File: src/rtl/pp_pkg.sv
package pp_pkg;
  typedef enum logic [1:0] {
    PP_NONE = 2'd0,
    PP_DATA = 2'd1,
    PP_CTRL = 2'd2
  } pp_sel_e;
endpackage

File: src/rtl/pp_rs_decode.sv
module pp_rs_decode #(
  parameter bit CROSSED   = 1'b1,
  parameter bit PORT_SIDE = 1'b1
) (
  input  logic [1:0]      cpu_a,
  output pp_pkg::pp_sel_e sel
);
  // rs[1] picks the side, rs[0] picks control vs data
  logic [1:0] rs;

  generate
    if (CROSSED) begin : g_crossed
      assign rs = {cpu_a[0], cpu_a[1]};
    end else begin : g_straight
      assign rs = cpu_a;
    end
  endgenerate

  always_comb begin
    if (rs[1] != PORT_SIDE) sel = pp_pkg::PP_NONE;
    else if (rs[0])         sel = pp_pkg::PP_CTRL;
    else                    sel = pp_pkg::PP_DATA;
  end
endmodule

File: src/rtl/pp_bus_capture.sv
module pp_bus_capture #(
  parameter int DW = 8
) (
  input  logic          clk,
  input  logic          rst_n,
  input  logic          ph2,
  input  logic          cs,
  input  logic          rw,
  input  logic [1:0]    addr,
  input  logic [DW-1:0] wdata,
  output logic          wr_stb,
  output logic [1:0]    wr_addr,
  output logic [DW-1:0] wr_data
);
  logic ph2_q;
  logic cap_we;

  always_ff @(posedge clk) begin
    if (!rst_n) begin
      ph2_q   <= 1'b0;
      cap_we  <= 1'b0;
      wr_addr <= '0;
      wr_data <= '0;
    end else begin
      ph2_q <= ph2;
      if (ph2) begin
        cap_we  <= cs & ~rw;
        wr_addr <= addr;
        wr_data <= wdata;
      end
    end
  end

  // commit on the first low sample after a high one
  assign wr_stb = ph2_q & ~ph2 & cap_we;
endmodule

File: src/rtl/pp_regs.sv
module pp_regs #(
  parameter int DW          = 8,
  parameter int CTRL_BITS   = 6,
  parameter int SEL_BIT     = 2,
  parameter bit SEL_RST_INV = 1'b0,
  parameter bit CROSSED     = 1'b1,
  parameter bit PORT_SIDE   = 1'b1
) (
  input  logic                 clk,
  input  logic                 rst_n,
  input  logic                 wr_stb,
  input  logic [1:0]           wr_addr,
  input  logic [DW-1:0]        wr_data,
  output logic [DW-1:0]        ddr,
  output logic [DW-1:0]        orb,
  output logic [CTRL_BITS-1:0] ctrl
);
  localparam logic [CTRL_BITS-1:0] CTRL_RST =
    SEL_RST_INV ? (CTRL_BITS'(1) << SEL_BIT) : '0;

  pp_pkg::pp_sel_e wsel;

  pp_rs_decode #(.CROSSED(CROSSED), .PORT_SIDE(PORT_SIDE)) u_wdec (
    .cpu_a (wr_addr),
    .sel   (wsel)
  );

  always_ff @(posedge clk) begin
    if (!rst_n) begin
      ddr  <= '0;
      orb  <= '0;
      ctrl <= CTRL_RST;
    end else if (wr_stb) begin
      case (wsel)
        pp_pkg::PP_CTRL: ctrl <= wr_data[CTRL_BITS-1:0];
        pp_pkg::PP_DATA: begin
          if (ctrl[SEL_BIT]) orb <= wr_data;
          else               ddr <= wr_data;
        end
        default: ;
      endcase
    end
  end
endmodule

File: src/rtl/pp_pins.sv
module pp_pins #(
  parameter int DW = 8
) (
  input  logic [DW-1:0] ddr,
  input  logic [DW-1:0] orb,
  input  logic [DW-1:0] ext_en,
  input  logic [DW-1:0] ext_val,
  output logic [DW-1:0] pin_out,
  output logic [DW-1:0] pin_oe,
  output logic [DW-1:0] pin_lvl
);
  for (genvar i = 0; i < DW; i++) begin : g_bit
    always_comb begin
      pin_oe[i]  = ddr[i];
      pin_out[i] = ddr[i] ? orb[i] : 1'b1;
      if (ddr[i])         pin_lvl[i] = orb[i];
      else if (ext_en[i]) pin_lvl[i] = ext_val[i];
      else                pin_lvl[i] = 1'b1;
    end
  end
endmodule

File: src/rtl/pp_port.sv
module pp_port #(
  parameter int DW          = 8,
  parameter int CTRL_BITS   = 6,
  parameter int SEL_BIT     = 2,
  parameter bit SEL_RST_INV = 1'b0,
  parameter bit CROSSED     = 1'b1,
  parameter bit PORT_SIDE   = 1'b1
) (
  input  logic          clk,
  input  logic          rst_n,
  input  logic          ph2,
  input  logic          cs,
  input  logic          rw,
  input  logic [1:0]    addr,
  input  logic [DW-1:0] wdata,
  output logic [DW-1:0] rdata,
  input  logic [DW-1:0] pin_ext_en,
  input  logic [DW-1:0] pin_ext_val,
  output logic [DW-1:0] pin_out,
  output logic [DW-1:0] pin_oe
);
  localparam int PAD = DW - CTRL_BITS;

  logic                 wr_stb;
  logic [1:0]           wr_addr;
  logic [DW-1:0]        wr_data;
  logic [DW-1:0]        ddr;
  logic [DW-1:0]        orb;
  logic [CTRL_BITS-1:0] ctrl;
  logic [DW-1:0]        pin_lvl;
  pp_pkg::pp_sel_e      rsel;

  pp_bus_capture #(.DW(DW)) u_cap (
    .clk, .rst_n, .ph2, .cs, .rw, .addr, .wdata,
    .wr_stb, .wr_addr, .wr_data
  );

  pp_regs #(
    .DW(DW), .CTRL_BITS(CTRL_BITS), .SEL_BIT(SEL_BIT),
    .SEL_RST_INV(SEL_RST_INV), .CROSSED(CROSSED), .PORT_SIDE(PORT_SIDE)
  ) u_regs (
    .clk, .rst_n, .wr_stb, .wr_addr, .wr_data, .ddr, .orb, .ctrl
  );

  pp_pins #(.DW(DW)) u_pins (
    .ddr, .orb, .ext_en(pin_ext_en), .ext_val(pin_ext_val),
    .pin_out, .pin_oe, .pin_lvl
  );

  pp_rs_decode #(.CROSSED(CROSSED), .PORT_SIDE(PORT_SIDE)) u_rdec (
    .cpu_a (addr),
    .sel   (rsel)
  );

  always_comb begin
    rdata = '0;
    if (cs && rw) begin
      case (rsel)
        pp_pkg::PP_CTRL: rdata = {{PAD{1'b0}}, ctrl};
        pp_pkg::PP_DATA: rdata = ctrl[SEL_BIT] ? pin_lvl : ddr;
        default:         rdata = '0;
      endcase
    end
  end
endmodule

File: config.mk
export PLATFORM = sky130hd
export DESIGN_NAME = pp_port
export DESIGN_NICKNAME = d
export VERILOG_FILES = /design/src/rtl/pp_pkg.sv /design/src/rtl/pp_rs_decode.sv /design/src/rtl/pp_bus_capture.sv /design/src/rtl/pp_regs.sv /design/src/rtl/pp_pins.sv /design/src/rtl/pp_port.sv
export SDC_FILE = /design/constraint.sdc
export NUM_CORES = 1
export LEC_CHECK = 0
export ABC_AREA = 1
export BUFFER_PORTS_ARGS = -buffer_cell sky130_fd_sc_hd__buf_2
export CAP_MARGIN = 10
export CORE_MARGIN = 4
export CORE_UTILIZATION = 56
export DETAILED_ROUTE_END_ITERATION = 6
export PLACE_DENSITY = 0.82
export SETUP_SLACK_MARGIN = 0.05
export SKIP_CTS_REPAIR_TIMING = 1
export SYNTH_ARGS = -nofsm -noshare
export SYNTH_HDL_FRONTEND = slang
export SYNTH_HIERARCHICAL = 1
export SYNTH_SLANG_ARGS = --single-unit
File: constraint.sdc
create_clock -name clk -period 2.7 [get_ports clk]
set_clock_uncertainty 0.2 [all_clocks]
set_input_delay 0.135 -clock clk [delete_from_list [all_inputs] [get_ports clk]]
set_output_delay 0.135 -clock clk [all_outputs]
set_load 0.05 [all_outputs]
# Word-level counts from Yosys, hierarchy flattened
# Index checks and enable logic that the tools add are counted.
[op_classes]
eq_ne = 4
mux = 31
bitwise = 6
n_reduce_logical = 4
[op_table]
columns = ["operator", "count"]
rows = [
  ["two-way mux 1 bit", 24],
  ["two-way mux 8 bit", 2],
  ["case mux 8 bit (2 select lines)", 1],
  ["two-way mux 2 bit", 4],
  ["AND reduction 3 bit", 2],
  ["== test 2 x 1 -> 1 bit (second input constant)", 2],
  ["== test 2 bit (second input constant)", 2],
  ["AND 1 bit", 3],
  ["inverter 1 bit", 3],
  ["AND reduction 2 bit", 1],
  ["logical AND 1 bit", 1],
]
[totals]
regBits = 34
out_inout_bits = 24
wordCells = 52

# Depth between registers and ports, before layout
# Gate-level depths: netlist of run 1.
[logic_depth]
depth_word = 5
ltp_mapped = 9
depth_no_buf = 8

# Cells and area by module
# The synthesis of run 1 kept the hierarchy.
[modules_own_cells]
columns = ["module", "instances", "cells_per_inst", "area_each_um2", "seq_area_each_um2"]
rows = [
  ["pp_regs", 1, 131, 944.7, 440.4],
  ["pp_bus_capture", 1, 74, 498.0, 240.2],
  ["pp_pins", 1, 64, 290.3, 0.0],
  ["pp_port", 1, 60, 275.3, 0.0],
  ["pp_rs_decode", 2, 4, 17.5, 0.0],
]

# Least setup slack after synthesis of run 1
# OpenSTA, ideal clock, no wires.
[synth_timing]
path_kind = "input to output"
from = "input port addr[0]"
to = "output port rdata[0]"
arrival_time_ns = 1.526
t_required_ns = 2.365
setup_slack_ns = 0.839
path_stages = 7
path_cell_list = "inv_1 > nor2_2 > inv_1 > ha_1 > inv_1 > nand2_1 > a21oi_1"
[synth_between]
elab_chain_cells = 4
elab_cells_between_ends = 5
classes_between = "2 x eq/ne; 3 x mux"
[synth_lines]
columns = ["item", "line_no", "text"]
rows = [
  ["from (decl)", "pp_port.sv:14", "input logic [1:0] addr,"],
  ["two-way mux 2 bit *", "pp_rs_decode.sv:20", "if (rs[1] != PORT_SIDE) sel = pp_pkg::PP_NONE;"],
  ["net rsel[0]", "pp_port.sv:31", "pp_pkg::pp_sel_e rsel;"],
  ["== test 2 x 1 -> 1 bit or == test 2 bit (tied branches)", "pp_port.sv:58", "case (rsel)"],
  ["case mux 8 bit (2 select lines) *", "pp_port.sv:58", ""],
  ["two-way mux 8 bit *", "pp_port.sv:57", "if (cs && rw) begin"],
  ["to (decl)", "pp_port.sv:16", "output logic [DW-1:0] rdata,"],
]
# The timed path passes the listed nets; every way through them passes the cells marked *.

# Worst setup path after layout of run 1
[layout_timing]
from = "input port addr[1]"
to = "output port rdata[0]"
[layout_between]
elab_chain_cells = 5
elab_cells_between_ends = 6
classes_between = "2 x eq/ne; 4 x mux"
[layout_lines]
columns = ["item", "line_no", "text"]
rows = [
  ["two-way mux 2 bit *", "pp_rs_decode.sv:21", "else if (rs[0]) sel = pp_pkg::PP_CTRL;"],
  ["two-way mux 2 bit *", "pp_rs_decode.sv:20", ""],
  ["net rsel[0]", "pp_port.sv:31", ""],
  ["== test 2 x 1 -> 1 bit or == test 2 bit (tied branches)", "pp_port.sv:58", ""],
  ["case mux 8 bit (2 select lines) *", "pp_port.sv:58", ""],
  ["two-way mux 8 bit *", "pp_port.sv:57", ""],
]
# Marked as above.

==> results.json, run 1 <==
{
  "dpl.hpwl_um": 3230,
  "track_usage_pct": 20.3,
  "layout_commonest_cell": "nand2_1",
  "pre_cts_ws_ns": 0.939,
  "period_share_pct": 87.0,
  "vias": 2048,
  "synth_nets": 370,
  "stdcell_area_mm2": 0.00242,
  "grt_pass1_wl_um": 7000,
  "cts-buffers-inserted": 5,
  "syn_to_final_growth_pct": 18.7,
  "synth_warnings": 6,
  "numPortBuffers": 54,
  "fillers": 297,
  "comb_power_share_pct": 12.6,
  "antenna_found_initial": 0,
  "synth_area_leader_cell": "dfxtp_1",
  "clk_pin_slew_ns": 0.07,
  "max_freq_ghz": 0.426,
  "p_switching_mw": 0.262,
  "slew_viol_final": 0,
  "rsz0062_at_grt": "no",
  "overflow": 0,
  "cts_tree": "yes",
  "worstPathArrival_ns": 2.01,
  "placed_cell_area_mm2": 0.00223,
  "final_cell_mix": "101 x nand2_1, 60 x nor2_1, 58 x inv_1",
  "first_pass_iters": 4,
  "internal_power_mw": 0.740,
  "ys_types": 21,
  "yosysSeqAreaShare_pct": 33.3,
  "hold_class": "primary input to flop",
  "drt-vias-per-instance": 4.68,
  "avgSynthCellArea_um2": 6.06,
  "drt_drc_violations_left": 0,
  "worst_pin_slew_ns": 0.595,
  "routed_wl_um": 4550,
  "setup_slack_ns": 0.352,
  "cp.required_ns": 2.37,
  "initial_core_util_pct": 59.4,
  "yosys-top-cells-area": "dfxtp_1 33%, nand2_1 19%, nor2_1 11%, inv_1 11%, nand3_1 6.1%",
  "grt_max_degree": 35,
  "worstSetupPathType": "primary input to primary output",
  "die_w_um": 68.4,
  "syn_area_mm2": 0.00204,
  "max-clock-path-buffers": 2,
  "netlist_instances": 337,
  "startpoint_type": "primary input",
  "worstPathMaxFanout": 5,
  "placeableCoreArea_mm2": 0.00344,
  "synth_top_area_share_pct": 33.3,
  "slew_headroom_pct": 60.3,
  "sw_frac_of_total_pct": 26.2,
  "grt_pass1_vias": 1693,
  "ys_seq_elements": 34,
  "max-vdd-ir-drop_v": 0.000346,
  "cap_violations": 0,
  "drive_above_1_share_pct": 18.6,
  "row_count": 21,
  "r2r_slack_ns": 0.95,
  "p_clk_share_pct": 35.2,
  "setup_tns_ns": 0,
  "die_area_mm2": 0.00468,
  "drtAntennaViolNets": 0,
  "cts-htree-levels": 2,
  "finalHoldViolCount": 0,
  "layout.cells.non_filler": 438,
  "wl_per_cell_um": 10.4,
  "finalNetCount": 425,
  "crit_path_end_kind": "primary output",
  "seqPwrFrac_pct": 52.1,
  "power_density_mw_per_mm2": 413,
  "status": "finished clean",
  "finalSetupViolations": 0,
  "dp_cells": 419,
  "clock-root-buffer": "clkbuf_8",
  "clkSinkCount": 34,
  "routabilityCongestion": 0.825,
  "drtIter0Drc": 125,
  "ios": 55,
  "die_h_um": 68.4,
  "period_minus_slack_ns": 2.35,
  "power.leakage_nw": 1.26,
  "n_antenna_cell": 0,
  "clkLatencyLatePin_ns": 0.29
}
power groups by stage:
| stage | clock (mW) | combinational, mW | sequential, mW |
|---|---|---|---|
| after floorplan | 0 | 0.0822 | 0.531 |
| after global placement | 0 | 0.109 | 0.533 |
| after detailed placement | 0 | 0.112 | 0.534 |
| after CTS | 0.361 | 0.112 | 0.522 |
| after global routing | 0.390 | 0.145 | 0.524 |
| final | 0.353 | 0.126 | 0.522 |
final timing paths:
| check | startpoint | end | cells after the start |
|---|---|---|---|
| worst max-delay path | addr[1] | rdata[0] | 9 |
| worst min-delay path | ph2 | u_cap/ph2_q$_SDFF_PN0_ | 3 |
| worst min register to register | u_cap/cap_we$_SDFFE_PN0P_ | u_cap/cap_we$_SDFFE_PN0P_ | 2 |
| worst max register to register | u_regs/ctrl[2]$_SDFFE_PN0P_ | u_regs/orb[4]$_SDFFE_PN0P_ | 5 |
synthesized netlist by cell type, drive strengths merged:
cell type  instances
and3               1
a21oi              8
buf               17
nor2              68
o21ai              5
dfxtp             34
nand3             25
a31oi              5
or2                8
ha                 2
nand2            102
clkbuf             1
inv               61
sequential cells by signal, indices dropped and copies added (netlist names):
| name | count |
|---|---|
| u_cap/ph2_q | 1 |
| u_regs/ddr | 8 |
| u_regs/ctrl | 6 |
| u_regs/orb | 8 |
| u_cap/wr_data | 8 |
| u_cap/wr_addr | 2 |
| u_cap/cap_we | 1 |
area by class of cell:
type | instances | area, um^2 | share of cell area, %
clock inverters | 2 | 10.0 | 0.413
well taps | 46 | 57.6 | 2.37
flip-flops and latches | 34 | 681 | 28.1
inverters | 61 | 234 | 9.65
repair buffers | 66 | 390 | 16.1
clock buffers | 5 | 68.8 | 2.84
multi-input cells | 224 | 983 | 40.6
worst max-delay path, stage by stage:
cell and delay (ns):
dlygate4sd3_1 0.54, buf_2 0.14, nor2_2 0.13, inv_1 0.07
ha_1 0.28, inv_1 0.09, nand2_1 0.15, a21oi_1 0.19
buf_2 0.29
through the flow:
step	total power, mW	util (%)	hold slack [ns]
2_1_floorplan	0.613	-	0.0469
3_3_place_gp	0.642	64.7	0.215
3_5_place_dp	0.645	64.7	0.218
4_1_cts	0.996	67.0	-0.0978
5_1_grt	1.06	70.4	0.0595
6_report	1.00	70.4	0.0468
per-layer routing:
layer  up-vias  GRT usage, %  routed length, um
met3        10          4.76                307
met4         0          11.4                102
met2        66          33.7               2180
li1       1095             -                  -
met1       877          23.6               1960
met5         -             0                  0
cells by family (layout without fill, tap and decap cells):
logic type	count (synthesis)	count (layout)	share of synthesized area, %
flip-flops	34	34	33.3
AND/OR/NAND/NOR	204	204	42.2
buffers and inverters	79	134	18.6
AO/OA/AOI/OAI	18	18	4.72
adder cells (fa/ha/maj)	2	2	1.22
Note: power is estimated with default switching activity, not from simulation.
==> run 2, diff against run 1 <==
clock period = 2.94 ns   (was 2.7 ns; I/O delays follow)
==> run 2 against run 1 <==
The run now ends with negative hold slack left. Core utilization down 1.9 points. Combinational power down 13%. Non-clock buffer count down 7. Critical path depth down 4. Critical endpoint is now rdata[4]. Largest power group unchanged. Highest routed layer unchanged.
==> results.json, run 2 (same netlist as run 1, synthesis figures left out) <==
{
  "routabilityCongestion": 0.824,
  "ios": 55,
  "dpl.hpwl_um": 3200,
  "setup_tns_ns": 0,
  "clk_pin_slew_ns": 0.06,
  "routed_wl_um": 4390,
  "clkLatencyLatePin_ns": 0.28,
  "final_core_util_pct": 68.5,
  "worstSetupStartpoint": "u_regs/ctrl[2]$_SDFFE_PN0P_",
  "rsz0062_at_grt": "no",
  "r2r-start": "u_regs/ctrl[2]$_SDFFE_PN0P_",
  "reg_top3": "u_cap/wr_data x8, u_regs/ddr x8, u_regs/orb x8",
  "drt_drc_violations_left": 0,
  "clkSinkCount": 34,
  "worstSetupPathType": "flop to primary output",
  "p_switching_mw": 0.223,
  "seqPwrFrac_pct": 52.3,
  "finalNetCount": 418,
  "finalHoldViolCount": 6,
  "die_w_um": 68.4,
  "antenna_found_initial": 0,
  "p_clk_share_pct": 35.9,
  "hold_class": "primary input to flop",
  "period_share_pct": 70.9,
  "cts_tree": "yes",
  "crit_path_end_kind": "primary output",
  "slew_viol_final": 0,
  "hold_path_end": "u_cap/wr_data[4]$_SDFFE_PN0P_",
  "cap_violations": 0,
  "drtIter0Drc": 104,
  "grt_max_degree": 35,
  "cts-buffers-inserted": 5,
  "initial_core_util_pct": 59.4,
  "vias": 2014,
  "status": "finished, violations left",
  "drtAntennaViolNets": 0,
  "stdcell_area_mm2": 0.00236,
  "worst_pin_slew_ns": 0.655,
  "comb_power_share_pct": 11.8,
  "worstPathArrival_ns": 1.74,
  "max-vdd-ir-drop_v": 0.000318,
  "r2r_slack_ns": 1.16,
  "slew_headroom_pct": 56.3,
  "clock-root-buffer": "clkbuf_8",
  "drive_above_1_share_pct": 18.8,
  "placed_cell_area_mm2": 0.00223,
  "hold_ws_ns": -0.0443,
  "finalSetupViolations": 0,
  "period_minus_slack_ns": 2.08,
  "numPortBuffers": 54,
  "worstPathMaxFanout": 12,
  "sw_frac_of_total_pct": 24.3,
  "power.leakage_nw": 1.23,
  "startpoint_type": "flop",
  "power_density_mw_per_mm2": 389,
  "wl_per_cell_um": 10.2,
  "min_from": "wdata[4]",
  "rr_worst_depth": 5,
  "max-clock-path-buffers": 2,
  "layout_commonest_cell": "nand2_1",
  "overflow": 0,
  "n_antenna_cell": 0,
  "reg2reg_to": "u_regs/orb[6]$_SDFFE_PN0P_",
  "row_count": 21,
  "max_freq_ghz": 0.480,
  "hold-path-cell-count": 5,
  "die_h_um": 68.4,
  "fillers": 319,
  "placeableCoreArea_mm2": 0.00344,
  "grt_pass1_wl_um": 7400,
  "track_usage_pct": 21.1,
  "final_cell_mix": "101 x nand2_1, 60 x nor2_1, 58 x inv_1",
  "violations": "negative hold slack",
  "die_area_mm2": 0.00468,
  "grt_pass1_vias": 1801,
  "cts-htree-levels": 2,
  "drt-vias-per-instance": 4.68,
  "first_pass_iters": 5,
  "syn_to_final_growth_pct": 15.4,
  "cp.required_ns": 2.59,
  "internal_power_mw": 0.695
}
-- run 2: cell count changes in the layout (fill, tap and decap cells not counted), sizes merged --
cell	change
clkbuf	+1
clkinv	-2
dlygate4sd3	-7
-- run 2: layout make-up --
cell class | count | area (um^2) | area share, %
repair buffers | 59 | 320 | 13.6
flip-flops and latches | 34 | 681 | 28.9
well taps | 46 | 57.6 | 2.44
clock buffers | 6 | 82.6 | 3.50
inverters | 61 | 234 | 9.92
multi-input cells | 224 | 983 | 41.7
-- run 2: power by group through the flow --
stage	clock (mW)	combinational (mW)	sequential, mW
6_report	0.329	0.109	0.480
5_1_grt	0.362	0.126	0.481
4_1_cts	0.340	0.103	0.480
3_5_place_dp	0	0.103	0.490
3_3_place_gp	0	0.0996	0.490
2_1_floorplan	0	0.0755	0.487
-- run 2: stage by stage --
step / total power [mW] / std cells / hold WS [ns] / worst slack, ns
2_1_floorplan: 0.563 / 337 / 0.0589 / 1.06
3_3_place_gp: 0.589 / 419 / 0.225 / 1.16
3_5_place_dp: 0.593 / 419 / 0.238 / 1.15
4_1_cts: 0.922 / 425 / -0.0555 / 0.848
5_1_grt: 0.970 / 430 / 0.00386 / 0.704
6_report: 0.918 / 430 / -0.0443 / 0.857
-- run 2: worst max path at each step --
stage               end  slack (ns)
2_1_floorplan  rdata[0]        1.06
3_3_place_gp   rdata[4]        1.16
3_5_place_dp   rdata[4]        1.15
4_1_cts        rdata[4]        0.85
5_1_grt        rdata[4]        0.70
6_report       rdata[4]        0.86
-- run 2: critical path: stages (launching register included) --
cell and delay [ns]:
dfxtp_1 0.74, inv_6 0.10, nand2_1 0.09, nand3_1 0.08, a21oi_1 0.16, buf_2 0.28
-- run 2: layer usage --
| metal | up-vias | GRT usage (%) | routed length [um] |
|---|---|---|---|
| met4 | 0 | 10.9 | 61 |
| li1 | 1082 | - | - |
| met5 | - | 0 | 0 |
| met2 | 51 | 35.6 | 2120 |
| met3 | 8 | 4.60 | 269 |
| met1 | 873 | 24.6 | 1940 |
